### config.mk
export PLATFORM = sky130hd
export DESIGN_NAME = chio_init_seq
export DESIGN_NICKNAME = d
export VERILOG_FILES = /design/src/rtl/chio_pkg.sv /design/src/rtl/chio_addr_gen.sv /design/src/rtl/chio_word_bank.sv /design/src/rtl/chio_init_seq.sv
export SDC_FILE = /design/constraint.sdc
export NUM_CORES = 1
export LEC_CHECK = 0
export BUFFER_PORTS_ARGS = -buffer_cell sky130_fd_sc_hd__buf_2
export CAP_MARGIN = 20
export CORE_ASPECT_RATIO = 0.9
export CORE_MARGIN = 2
export CORE_UTILIZATION = 30
export CTS_CLUSTER_SIZE = 12
export DETAILED_ROUTE_END_ITERATION = 8
export GPL_TIMING_DRIVEN = 1
export HOLD_SLACK_MARGIN = 0.06
export SLEW_MARGIN = 20
export SYNTH_ARGS = -nofsm -noshare
export SYNTH_HDL_FRONTEND = slang
export SYNTH_HIERARCHICAL = 1
export SYNTH_SLANG_ARGS = --single-unit
### constraint.sdc
create_clock -name clk -period 2.1 [get_ports clk]
set_clock_uncertainty 0.1 [all_clocks]
set_input_delay 0.105 -clock clk [delete_from_list [all_inputs] [get_ports clk]]
set_output_delay 0.105 -clock clk [all_outputs]
set_load 0.02 [all_outputs]
### src/rtl/chio_pkg.sv
package chio_pkg;

    typedef enum logic [3:0] {
        S_IDLE,
        S_RD_REQ,
        S_RD_WAIT,
        S_ISSUE,
        S_STORE,
        S_REJECT,
        S_PRIV,
        S_HALT,
        S_HALT_IRQ
    } seq_state_t;

    typedef enum logic [1:0] {
        PH_CAW,
        PH_CBA,
        PH_CCW
    } fetch_phase_t;

endpackage

### src/rtl/chio_addr_gen.sv
module chio_addr_gen
    import chio_pkg::*;
#(
    parameter int AW         = 16,
    parameter int BASE_ADDR  = 72,
    parameter int WORD_BYTES = 4
) (
    input  fetch_phase_t    phase,
    input  logic [AW-1:0]   ccw_ptr,
    output logic [AW-1:0]   addr
);
    localparam logic [AW-1:0] CAW_SLOT = AW'(BASE_ADDR);
    localparam logic [AW-1:0] CBA_SLOT = AW'(BASE_ADDR + WORD_BYTES);

    always_comb begin
        unique case (phase)
            PH_CAW:  addr = CAW_SLOT;
            PH_CBA:  addr = CBA_SLOT;
            PH_CCW:  addr = ccw_ptr;
            default: addr = CAW_SLOT;
        endcase
    end
endmodule

### src/rtl/chio_word_bank.sv
module chio_word_bank
    import chio_pkg::*;
#(
    parameter int AW = 16,
    parameter int DW = 32
) (
    input  logic            clk,
    input  logic            rst_n,
    input  logic            cap_en,
    input  fetch_phase_t    phase,
    input  logic            to_mx,
    input  logic [DW-1:0]   data,
    output logic [AW-1:0]   ccw_ptr,
    output logic [DW-1:0]   ccw_q,
    output logic [DW-1:0]   mx_caw,
    output logic [DW-1:0]   mx_cba,
    output logic [DW-1:0]   mx_ccw
);
    always_ff @(posedge clk) begin
        if (!rst_n) begin
            ccw_ptr <= '0;
            ccw_q   <= '0;
            mx_caw  <= '0;
            mx_cba  <= '0;
            mx_ccw  <= '0;
        end else if (cap_en) begin
            unique case (phase)
                PH_CAW: begin
                    ccw_ptr <= data[AW-1:0];
                    if (to_mx) mx_caw <= data;
                end
                PH_CBA: begin
                    if (to_mx) mx_cba <= data;
                end
                PH_CCW: begin
                    ccw_q <= data;
                    if (to_mx) mx_ccw <= data;
                end
                default: ;
            endcase
        end
    end
endmodule

### src/rtl/chio_init_seq.sv
module chio_init_seq
    import chio_pkg::*;
#(
    parameter int CH_W       = 4,
    parameter int DEV_W      = 8,
    parameter int AW         = 16,
    parameter int DW         = 32,
    parameter int STS_W      = 8,
    parameter int BASE_ADDR  = 72,
    parameter int WORD_BYTES = 4
) (
    input  logic              clk,
    input  logic              rst_n,
    input  logic              req_valid,
    input  logic              req_halt,
    input  logic [CH_W-1:0]   req_chan,
    input  logic [DEV_W-1:0]  req_dev,
    input  logic [1:0]        req_cc,
    input  logic              req_burst,
    input  logic              req_blk,
    input  logic              mode_bit,
    input  logic [STS_W-1:0]  dev_status,
    output logic              busy,
    output logic              done,
    output logic [1:0]        result_cc,
    output logic              priv_fault,
    output logic              rd_valid,
    output logic [AW-1:0]     rd_addr,
    input  logic              rd_ready,
    input  logic              rd_rvalid,
    input  logic [DW-1:0]     rd_rdata,
    output logic              sub_wr_en,
    output logic [DEV_W-1:0]  sub_wr_dev,
    output logic              sub_wr_sel,
    output logic [DW-1:0]     sub_wr_data,
    output logic [DW-1:0]     mx_caw,
    output logic [DW-1:0]     mx_cba,
    output logic [DW-1:0]     mx_ccw,
    output logic              sts_wr_en,
    output logic [CH_W-1:0]   sts_wr_chan,
    output logic [STS_W-1:0]  sts_wr_byte,
    output logic              cmd_valid,
    output logic [CH_W-1:0]   cmd_chan,
    output logic [DEV_W-1:0]  cmd_dev,
    output logic [DW-1:0]     cmd_word,
    output logic              halt_req,
    output logic [CH_W-1:0]   halt_chan,
    output logic [DEV_W-1:0]  halt_dev,
    input  logic              halt_ack,
    output logic              chan_irq,
    output logic [CH_W-1:0]   irq_chan
);
    seq_state_t    state, state_n;
    fetch_phase_t  phase, phase_n;

    logic [CH_W-1:0]  chan_q;
    logic [DEV_W-1:0] dev_q;
    logic [1:0]       cc_q;
    logic             burst_q;
    logic             blk_q;
    logic [STS_W-1:0] sts_q;

    logic             accept;
    logic             cap_en;
    logic [AW-1:0]    ccw_ptr;
    logic [DW-1:0]    ccw_q;

    assign accept = req_valid && (state == S_IDLE);
    assign cap_en = (state == S_RD_WAIT) && rd_rvalid;

    // request fields are latched once, at acceptance
    always_ff @(posedge clk) begin
        if (!rst_n) begin
            chan_q  <= '0;
            dev_q   <= '0;
            cc_q    <= '0;
            burst_q <= 1'b0;
            blk_q   <= 1'b0;
            sts_q   <= '0;
        end else if (accept) begin
            chan_q  <= req_chan;
            dev_q   <= req_dev;
            cc_q    <= req_cc;
            burst_q <= req_burst;
            blk_q   <= req_blk;
            sts_q   <= dev_status;
        end
    end

    // state register
    always_ff @(posedge clk) begin
        if (!rst_n) begin
            state <= S_IDLE;
            phase <= PH_CAW;
        end else begin
            state <= state_n;
            phase <= phase_n;
        end
    end

    // next-state logic
    always_comb begin
        state_n = state;
        phase_n = phase;
        unique case (state)
            S_IDLE: begin
                if (req_valid) begin
                    phase_n = PH_CAW;
                    if (req_halt)
                        state_n = mode_bit ? S_PRIV : S_HALT;
                    else if (req_cc == 2'd0)
                        state_n = S_RD_REQ;
                    else if (req_cc == 2'd1)
                        state_n = S_STORE;
                    else
                        state_n = S_REJECT;
                end
            end
            S_RD_REQ: begin
                if (rd_ready) state_n = S_RD_WAIT;
            end
            S_RD_WAIT: begin
                if (rd_rvalid) begin
                    unique case (phase)
                        PH_CAW: begin
                            phase_n = (burst_q && blk_q) ? PH_CBA : PH_CCW;
                            state_n = S_RD_REQ;
                        end
                        PH_CBA: begin
                            phase_n = PH_CCW;
                            state_n = S_RD_REQ;
                        end
                        default: state_n = S_ISSUE;
                    endcase
                end
            end
            S_HALT: begin
                if (halt_ack) state_n = S_HALT_IRQ;
            end
            S_ISSUE, S_STORE, S_REJECT, S_PRIV, S_HALT_IRQ: state_n = S_IDLE;
            default: state_n = S_IDLE;
        endcase
    end

    // outputs
    always_comb begin
        busy       = (state != S_IDLE);
        done       = 1'b0;
        result_cc  = 2'd0;
        priv_fault = 1'b0;
        rd_valid   = 1'b0;
        sub_wr_en  = 1'b0;
        sts_wr_en  = 1'b0;
        cmd_valid  = 1'b0;
        halt_req   = 1'b0;
        chan_irq   = 1'b0;
        unique case (state)
            S_RD_REQ:   rd_valid = 1'b1;
            S_RD_WAIT:  sub_wr_en = rd_rvalid && !burst_q;
            S_ISSUE:    begin cmd_valid = 1'b1; done = 1'b1; result_cc = 2'd0; end
            S_STORE:    begin sts_wr_en = 1'b1; done = 1'b1; result_cc = 2'd1; end
            S_REJECT:   begin done = 1'b1; result_cc = cc_q; end
            S_PRIV:     begin priv_fault = 1'b1; done = 1'b1; end
            S_HALT:     halt_req = 1'b1;
            S_HALT_IRQ: begin chan_irq = 1'b1; done = 1'b1; end
            default: ;
        endcase
    end

    assign sub_wr_dev  = dev_q;
    assign sub_wr_sel  = (phase == PH_CCW);
    assign sub_wr_data = rd_rdata;
    assign sts_wr_chan = chan_q;
    assign sts_wr_byte = sts_q;
    assign cmd_chan    = chan_q;
    assign cmd_dev     = dev_q;
    assign cmd_word    = ccw_q;
    assign halt_chan   = chan_q;
    assign halt_dev    = dev_q;
    assign irq_chan    = chan_q;

    chio_addr_gen #(
        .AW(AW), .BASE_ADDR(BASE_ADDR), .WORD_BYTES(WORD_BYTES)
    ) u_addr (
        .phase   (phase),
        .ccw_ptr (ccw_ptr),
        .addr    (rd_addr)
    );

    chio_word_bank #(.AW(AW), .DW(DW)) u_bank (
        .clk     (clk),
        .rst_n   (rst_n),
        .cap_en  (cap_en),
        .phase   (phase),
        .to_mx   (burst_q),
        .data    (rd_rdata),
        .ccw_ptr (ccw_ptr),
        .ccw_q   (ccw_q),
        .mx_caw  (mx_caw),
        .mx_cba  (mx_cba),
        .mx_ccw  (mx_ccw)
    );

    AST_RD_ADDR_HOLD: assert property (@(posedge clk) disable iff (!rst_n)
        rd_valid && !rd_ready |=> rd_valid && $stable(rd_addr));
    AST_ONE_READ_OPEN: assert property (@(posedge clk) disable iff (!rst_n)
        rd_valid && rd_ready |=> !rd_valid);
    AST_STS_ON_CC1: assert property (@(posedge clk) disable iff (!rst_n)
        accept && !req_halt && req_cc == 2'd1 |=> sts_wr_en && done && !rd_valid && !cmd_valid);
    AST_REJECT_FAST: assert property (@(posedge clk) disable iff (!rst_n)
        accept && !req_halt && req_cc[1] |=> done && !cmd_valid && !sts_wr_en && result_cc == $past(req_cc));
    AST_HALT_STALL: assert property (@(posedge clk) disable iff (!rst_n)
        halt_req && !halt_ack |=> halt_req && !done && !rd_valid);
    AST_HALT_IRQ: assert property (@(posedge clk) disable iff (!rst_n)
        halt_req && halt_ack |=> chan_irq && done);
    AST_PRIV_BLOCK: assert property (@(posedge clk) disable iff (!rst_n)
        accept && req_halt && mode_bit |=> priv_fault && done && !halt_req);
    AST_BUSY_HOLD: assert property (@(posedge clk) disable iff (!rst_n)
        busy && !done |=> busy);
    AST_DONE_FREE: assert property (@(posedge clk) disable iff (!rst_n)
        done |=> !busy);

endmodule

Word level (Yosys, flattened, before mapping)
Index checks and enable logic that the tools add are counted.
- latch bits: 0
- output and inout bits: 236
- bits in read-only memories: 0
- memories: 0
- register bits: 174
- RAM bits: 0
- input bits: 64
- bitwise logic cells: 0
- $lt $le $gt $ge: 0
- multiply operators: 0
- div/mod/pow operators: 0
- $add $sub $neg: 0
- multiplexer cells: 25
- eq/ne operators: 16
- shifts and indexed selects: 0
- reduce and logical (&&, ||, !) cells: 19
- operator list (operator ; count):
    case mux 16 bit (2 select lines) ; 1
    equality test 4 x 3 -> 1 bit, second input constant ; 4
    two-way mux 4 bit ; 4
    case mux 4 bit (4 select lines) ; 1
    case mux 2 bit (2 select lines) ; 3
    two-way mux 1 bit ; 10
    AND reduction 3 bit ; 3
    equality test 4 x 2 -> 1 bit, second input constant ; 2
    two-way mux 2 bit ; 4
    inequality test 2 bit, second input constant ; 4
    AND reduction 4 bit ; 2
    two-way mux 3 bit ; 2
    OR reduction 5 bit ; 1
    equality test 2 x 1 -> 1 bit, second input constant ; 2
    equality test 4 x 1 -> 1 bit, second input constant ; 1
    equality test 4 bit, second input constant ; 1
    logical AND 1 bit ; 4
    zero test 2 bit ; 2
    zero test 4 bit ; 1
    AND reduction 2 bit ; 2
    nonzero test 4 bit ; 1
    inequality test 3 x 1 -> 1 bit, second input constant ; 1
    equality test 2 bit, second input constant ; 1
    nonzero test 2 bit ; 1
    other kinds (2) ; 2

Longest topological paths before layout
- depth in word-level cells: 6
- mapped depth: 7

Hierarchy
The synthesis kept the hierarchy.
- by module, submodules not included (module ; instances ; area each (um^2) ; cells an instance):
    chio_word_bank ; 1 ; 5198.7 ; 505
    chio_init_seq ; 1 ; 1905.6 ; 235
    chio_addr_gen ; 1 ; 165.2 ; 22

Least setup slack after synthesis
OpenSTA, ideal clock, no wires.
- kind: flip-flop to flip-flop
- from: register state[1]
- to: register u_bank.ccw_ptr[0]
- cell stages (with the launch flop): 8
- clock period less this slack: 1.952 ns
- buffers on the path: 3
- data arrival time: 1.730 ns
- data required time: 1.878 ns
- slack: 0.148 ns
- cells stage by stage: dfxtp_1 -> buf_6 -> nor4b_2 -> and2_1 -> or3b_1 -> buf_4 -> buf_6 -> mux2i_1
- word-level cells in the longest chain between the ends: 3
- RTL lines (item ; RTL line ; RTL):
    from (decl) ; chio_init_seq.sv:53 ; seq_state_t state, state_n;
    from (signal assigned) ; chio_init_seq.sv:96 ; state <= state_n;
    equality test 4 x 2 -> 1 bit ; chio_init_seq.sv:69 ; assign cap_en = (state == S_RD_WAIT) && rd_rvalid;
    logical AND 1 bit ; chio_init_seq.sv:69 ;
    named net cap_en ; chio_init_seq.sv:64 ; logic cap_en;
    AND reduction 2 bit (no source line) ; - ;
    to (signal assigned) ; chio_word_bank.sv:29 ; ccw_ptr <= data[AW-1:0];
    to (decl) ; chio_word_bank.sv:13 ; output logic [AW-1:0] ccw_ptr,
The timed path passes the listed nets, and every way through them passes these cells.
A chain may end at the register's enable or synchronous reset.

Final worst setup path
- from: register state[1]
- to: register state[3]
- word-level cells in the longest chain between the ends: 3
- elaborated cells between the ends (all ways): 10
- those cells by class: eq/ne: 7; mux: 1; reduce/logical: 2
- RTL lines (item ; RTL line ; RTL):
    equality test 4 x 3 -> 1 bit, or another cell as far along ; chio_init_seq.sv:105 ; unique case (state)
    inequality test 2 bit (no source line) ; - ;
    AND reduction 4 bit (no source line) ; - ;
Parallel ways exist; a longest one is shown, timed or not.

==> out/qor.yml <==
relSlewSlack_pct: 68.71
synth.distinct_cells: 44
wl_um: 20300
p_int_mw: 5.526
crit_fanout: 19
setup_tns_ns: 0
drv_slew: 0
yosysWarnings: 6
critPathArrivalTime_ns: 2.22
fin_crit_sh_pct: 96.02
vias: 6132
synth_area_mm2: 0.007269
drtIter0Drc: 213
dp_worst_setup_slack_ns: 0.2728
area_growth_syn_to_layout_pct: 38.16
die-area_mm2: 0.02549
wl_met1_um: 9257
drt_first_pass_iters: 6
cts-root-buf: "clkbuf_16"
p_sw_mw: 2.382
overflow: 0
grt_pass1_wl_um: 30660
holdPathStages: 4
start_util_pct: 30.22
p_leak_nw: 5.314
max-vdd-ir-drop_uv: 475.5
synthArstFlopShare_pct: 0
timing.hold.ws_ns: 0.08676
ys_ff_latch: 174
ios: 300
crit_family: "buffers and inverters"
htreeDepth: 4
power.density_mw_per_mm2: 787.4
synth_cells: 762
hold_viol_final: 0
rr_endpoint: "state[3]"
syn-num-nets: 828
worst_slack_ns: 0.08351
maxCapViolCount: 0
critPathLaunchType: "register"
worstHoldStart: "req_valid"
postRouteAntennaNets: 0
antenna_cells: 0
path_buf_inv: 2
port_buffers: 299
clkPwrFrac_pct: 39.9
synth-edff-count: 0
avgSynthCellArea_um2: 9.540
rsz0062_at_grt: "no"
clockBufferDepth: 2
routedWlPerCell_um: 14.62
cts_tree: "built"
antenna_found_initial: 0
outcome: "completed"
reg2reg_depth: 5
synth_compound_area_share_pct: 4.492
postLayoutCoreUtil_pct: 41.76
via_per_inst: 4.415
layout-drive-gt1-share_pct: 35.62
critical_path.cell_chain: "buf_4 > or3_4 > a211oi_4 > nor2_1 > dlygate4sd3_1"
grt_max_degree: 52
grtUsageTotal_pct: 15.34
ys_seq_area_share_pct: 47.92
grt_pass1_vias: 5643
end_kind: "register"
die_w_um: 168.1
period_needed_ns: 2.016
drc_errors: 0
seq_power_share_pct: 43.7
clock.fmax_mhz: 495.9
pwr-share-comb_pct: 16.3
top_layer: "met4"
wl_met2_um: 9375
slowest_delay_ns: 0.56
synth_top_family_by_area: "multiplexers"
dominantRegCellSynth: "dfxtp_1"
whs_endpoint: "state[2]"
synth_fa_ha_area_share_pct: 0.3442
synth_xor_area_share_pct: 0.1205
synthMuxAreaShare_pct: 20.26
clk_pin_slew_ns: 0.07
r2r_slack_ns: 0.08
cts_inserted_buffers: 17
worstHoldPathType: "in2reg"
p_total_mw: 7.908
register_area_mm2: 0.003483
die_height_um: 151.7
setup_viol: 0
worst_path_max_delay_cell: "dlygate4sd3_1"
swShare_pct: 30.12
hpwl_um: 14140
coreArea_mm2: 0.02405
met3WireLength_um: 1415
multi_input_area_mm2: 0.003087
num-nets-final: 1134
yosys.area_share.simple_pct: 16.97
nFillCells: 2372
r2r_start: "state[1]"
tightest_slew_ns: 0.4693
rows: 54
path_class: "reg2reg"
clkSinkCount: 174
finalWeightedCongestion: 0.7868
clkLatencyLatePin_ns: 0.42
cp.required_ns: 2.31
## synth_stat cells, types with 4 or more instances
cell	n	area share [%]
a21boi_1	21	2.2
nor3_1	4	0.28
nor2_1	5	0.26
dfxtp_1	174	48
buf_2	20	1.4
nand2_1	231	12
buf_4	62	6.4
clkbuf_1	19	0.98
inv_1	4	0.21
buf_6	5	0.77
a21boi_0	4	0.41
and2_1	6	0.52
nor2b_1	6	0.52
mux2i_1	146	20
and2_2	9	0.93
## power by group through the flow
stage / Clock [mW] / Combinational (mW) / Sequential, mW
4_1_cts: 3.27 / 1.29 / 3.46
3_5_place_dp: 0 / 1.20 / 3.54
3_3_place_gp: 0 / 1.20 / 3.53
6_report: 3.16 / 1.29 / 3.46
5_1_grt: 3.41 / 1.40 / 3.47
2_1_floorplan: 0 / 0.823 / 3.60
## how the worst max path moves through the flow
stage | start | end | cells after the start
floorplan | state[1] | u_bank/ccw_ptr[0] | 7
global placement | state[0] | u_bank/mx_ccw[19] | 6
detailed placement | state[0] | u_bank/mx_cba[13] | 6
CTS | state[1] | state[3] | 5
global route | state[1] | state[3] | 5
finish | state[1] | state[3] | 5
## metrics by stage
stage | cells | instance area [µm²]
detailed placement | 1293 | 8806
floorplan | 762 | 7269
global placement | 1293 | 8806
global route | 1389 | 10040
CTS | 1388 | 10030
finish | 1389 | 10040
## state kept, by name (all words and copies together) (netlist names)
name            count
cc_q                2
u_bank/mx_ccw      32
cmd_chan            4
u_bank/mx_cba      32
u_bank/mx_caw      32
u_bank/ccw_ptr     16
u_bank/ccw_q       32
sts_wr_byte         8
cmd_dev             8
phase               2
burst_q             1
blk_q               1
state               4
## what timing repair did
item | in CTS | in global routing
buffers inserted | 0 | 1
resized for setup | 0 | 1
hold endpoints to repair | 169 | 0
hold buffers | 63 | 0
setup endpoints to repair | 0 | 2
## kinds of logic (layout without fill, tap and decap cells)
kind of cell | after synthesis | in the layout
flip-flops | 174 | 174
XOR/XNOR | 1 | 1
buffers and inverters | 113 | 432
adder cells (fa/ha/maj) | 2 | 2
multiplexers | 147 | 147
AO/OA/AOI/OAI | 42 | 42
AND/OR/NAND/NOR | 283 | 283
## layout make-up
| type | count | area share [%] |
|---|---|---|
| inverters | 4 | 0.1495 |
| well taps | 308 | 3.837 |
| multi-input cells | 475 | 30.73 |
| flip-flops and latches | 174 | 34.68 |
| clock inverters | 14 | 1.669 |
| repair buffers | 396 | 24.65 |
| clock buffers | 18 | 4.273 |
## cell usage in the layout (no fill, tap or decap), types with 2 or more instances in the layout
| cell | n |
|---|---|
| dlygate4sd3_1 | 63 |
| nand3b_1 | 3 |
| a21boi_0 | 4 |
| inv_1 | 4 |
| nor3b_1 | 3 |
| a211o_2 | 2 |
| clkinv_4 | 2 |
| a21boi_1 | 21 |
| buf_12 | 7 |
| inv_6 | 4 |
| buf_4 | 27 |
| nor2b_1 | 6 |
| nand3_1 | 2 |
| and2_2 | 9 |
| nor3_1 | 4 |
| nor2_1 | 5 |
| inv_8 | 3 |
| o21ai_1 | 2 |
| a21oi_1 | 3 |
| clkbuf_16 | 17 |
| nand2b_1 | 3 |
| dfxtp_1 | 174 |
| nand4b_1 | 2 |
| mux2i_1 | 146 |
| buf_2 | 298 |
| and2_1 | 6 |
| o31ai_1 | 2 |
| clkinv_8 | 4 |
| nand2_1 | 231 |
## layer usage
metal,GRT usage [%],up-vias
li1,-,3068
met1,19.59,2843
met2,24.77,204
met3,5.584,17
met4,3.793,0
met5,0,-
## tightest hold or removal path, delay by kind of cell
family,cells,cell delay (ns)
buffers and inverters,1,0.12
AO/OA/AOI/OAI,2,0.15
AND/OR/NAND/NOR,1,0.18
(Power assumes the default switching activity.)
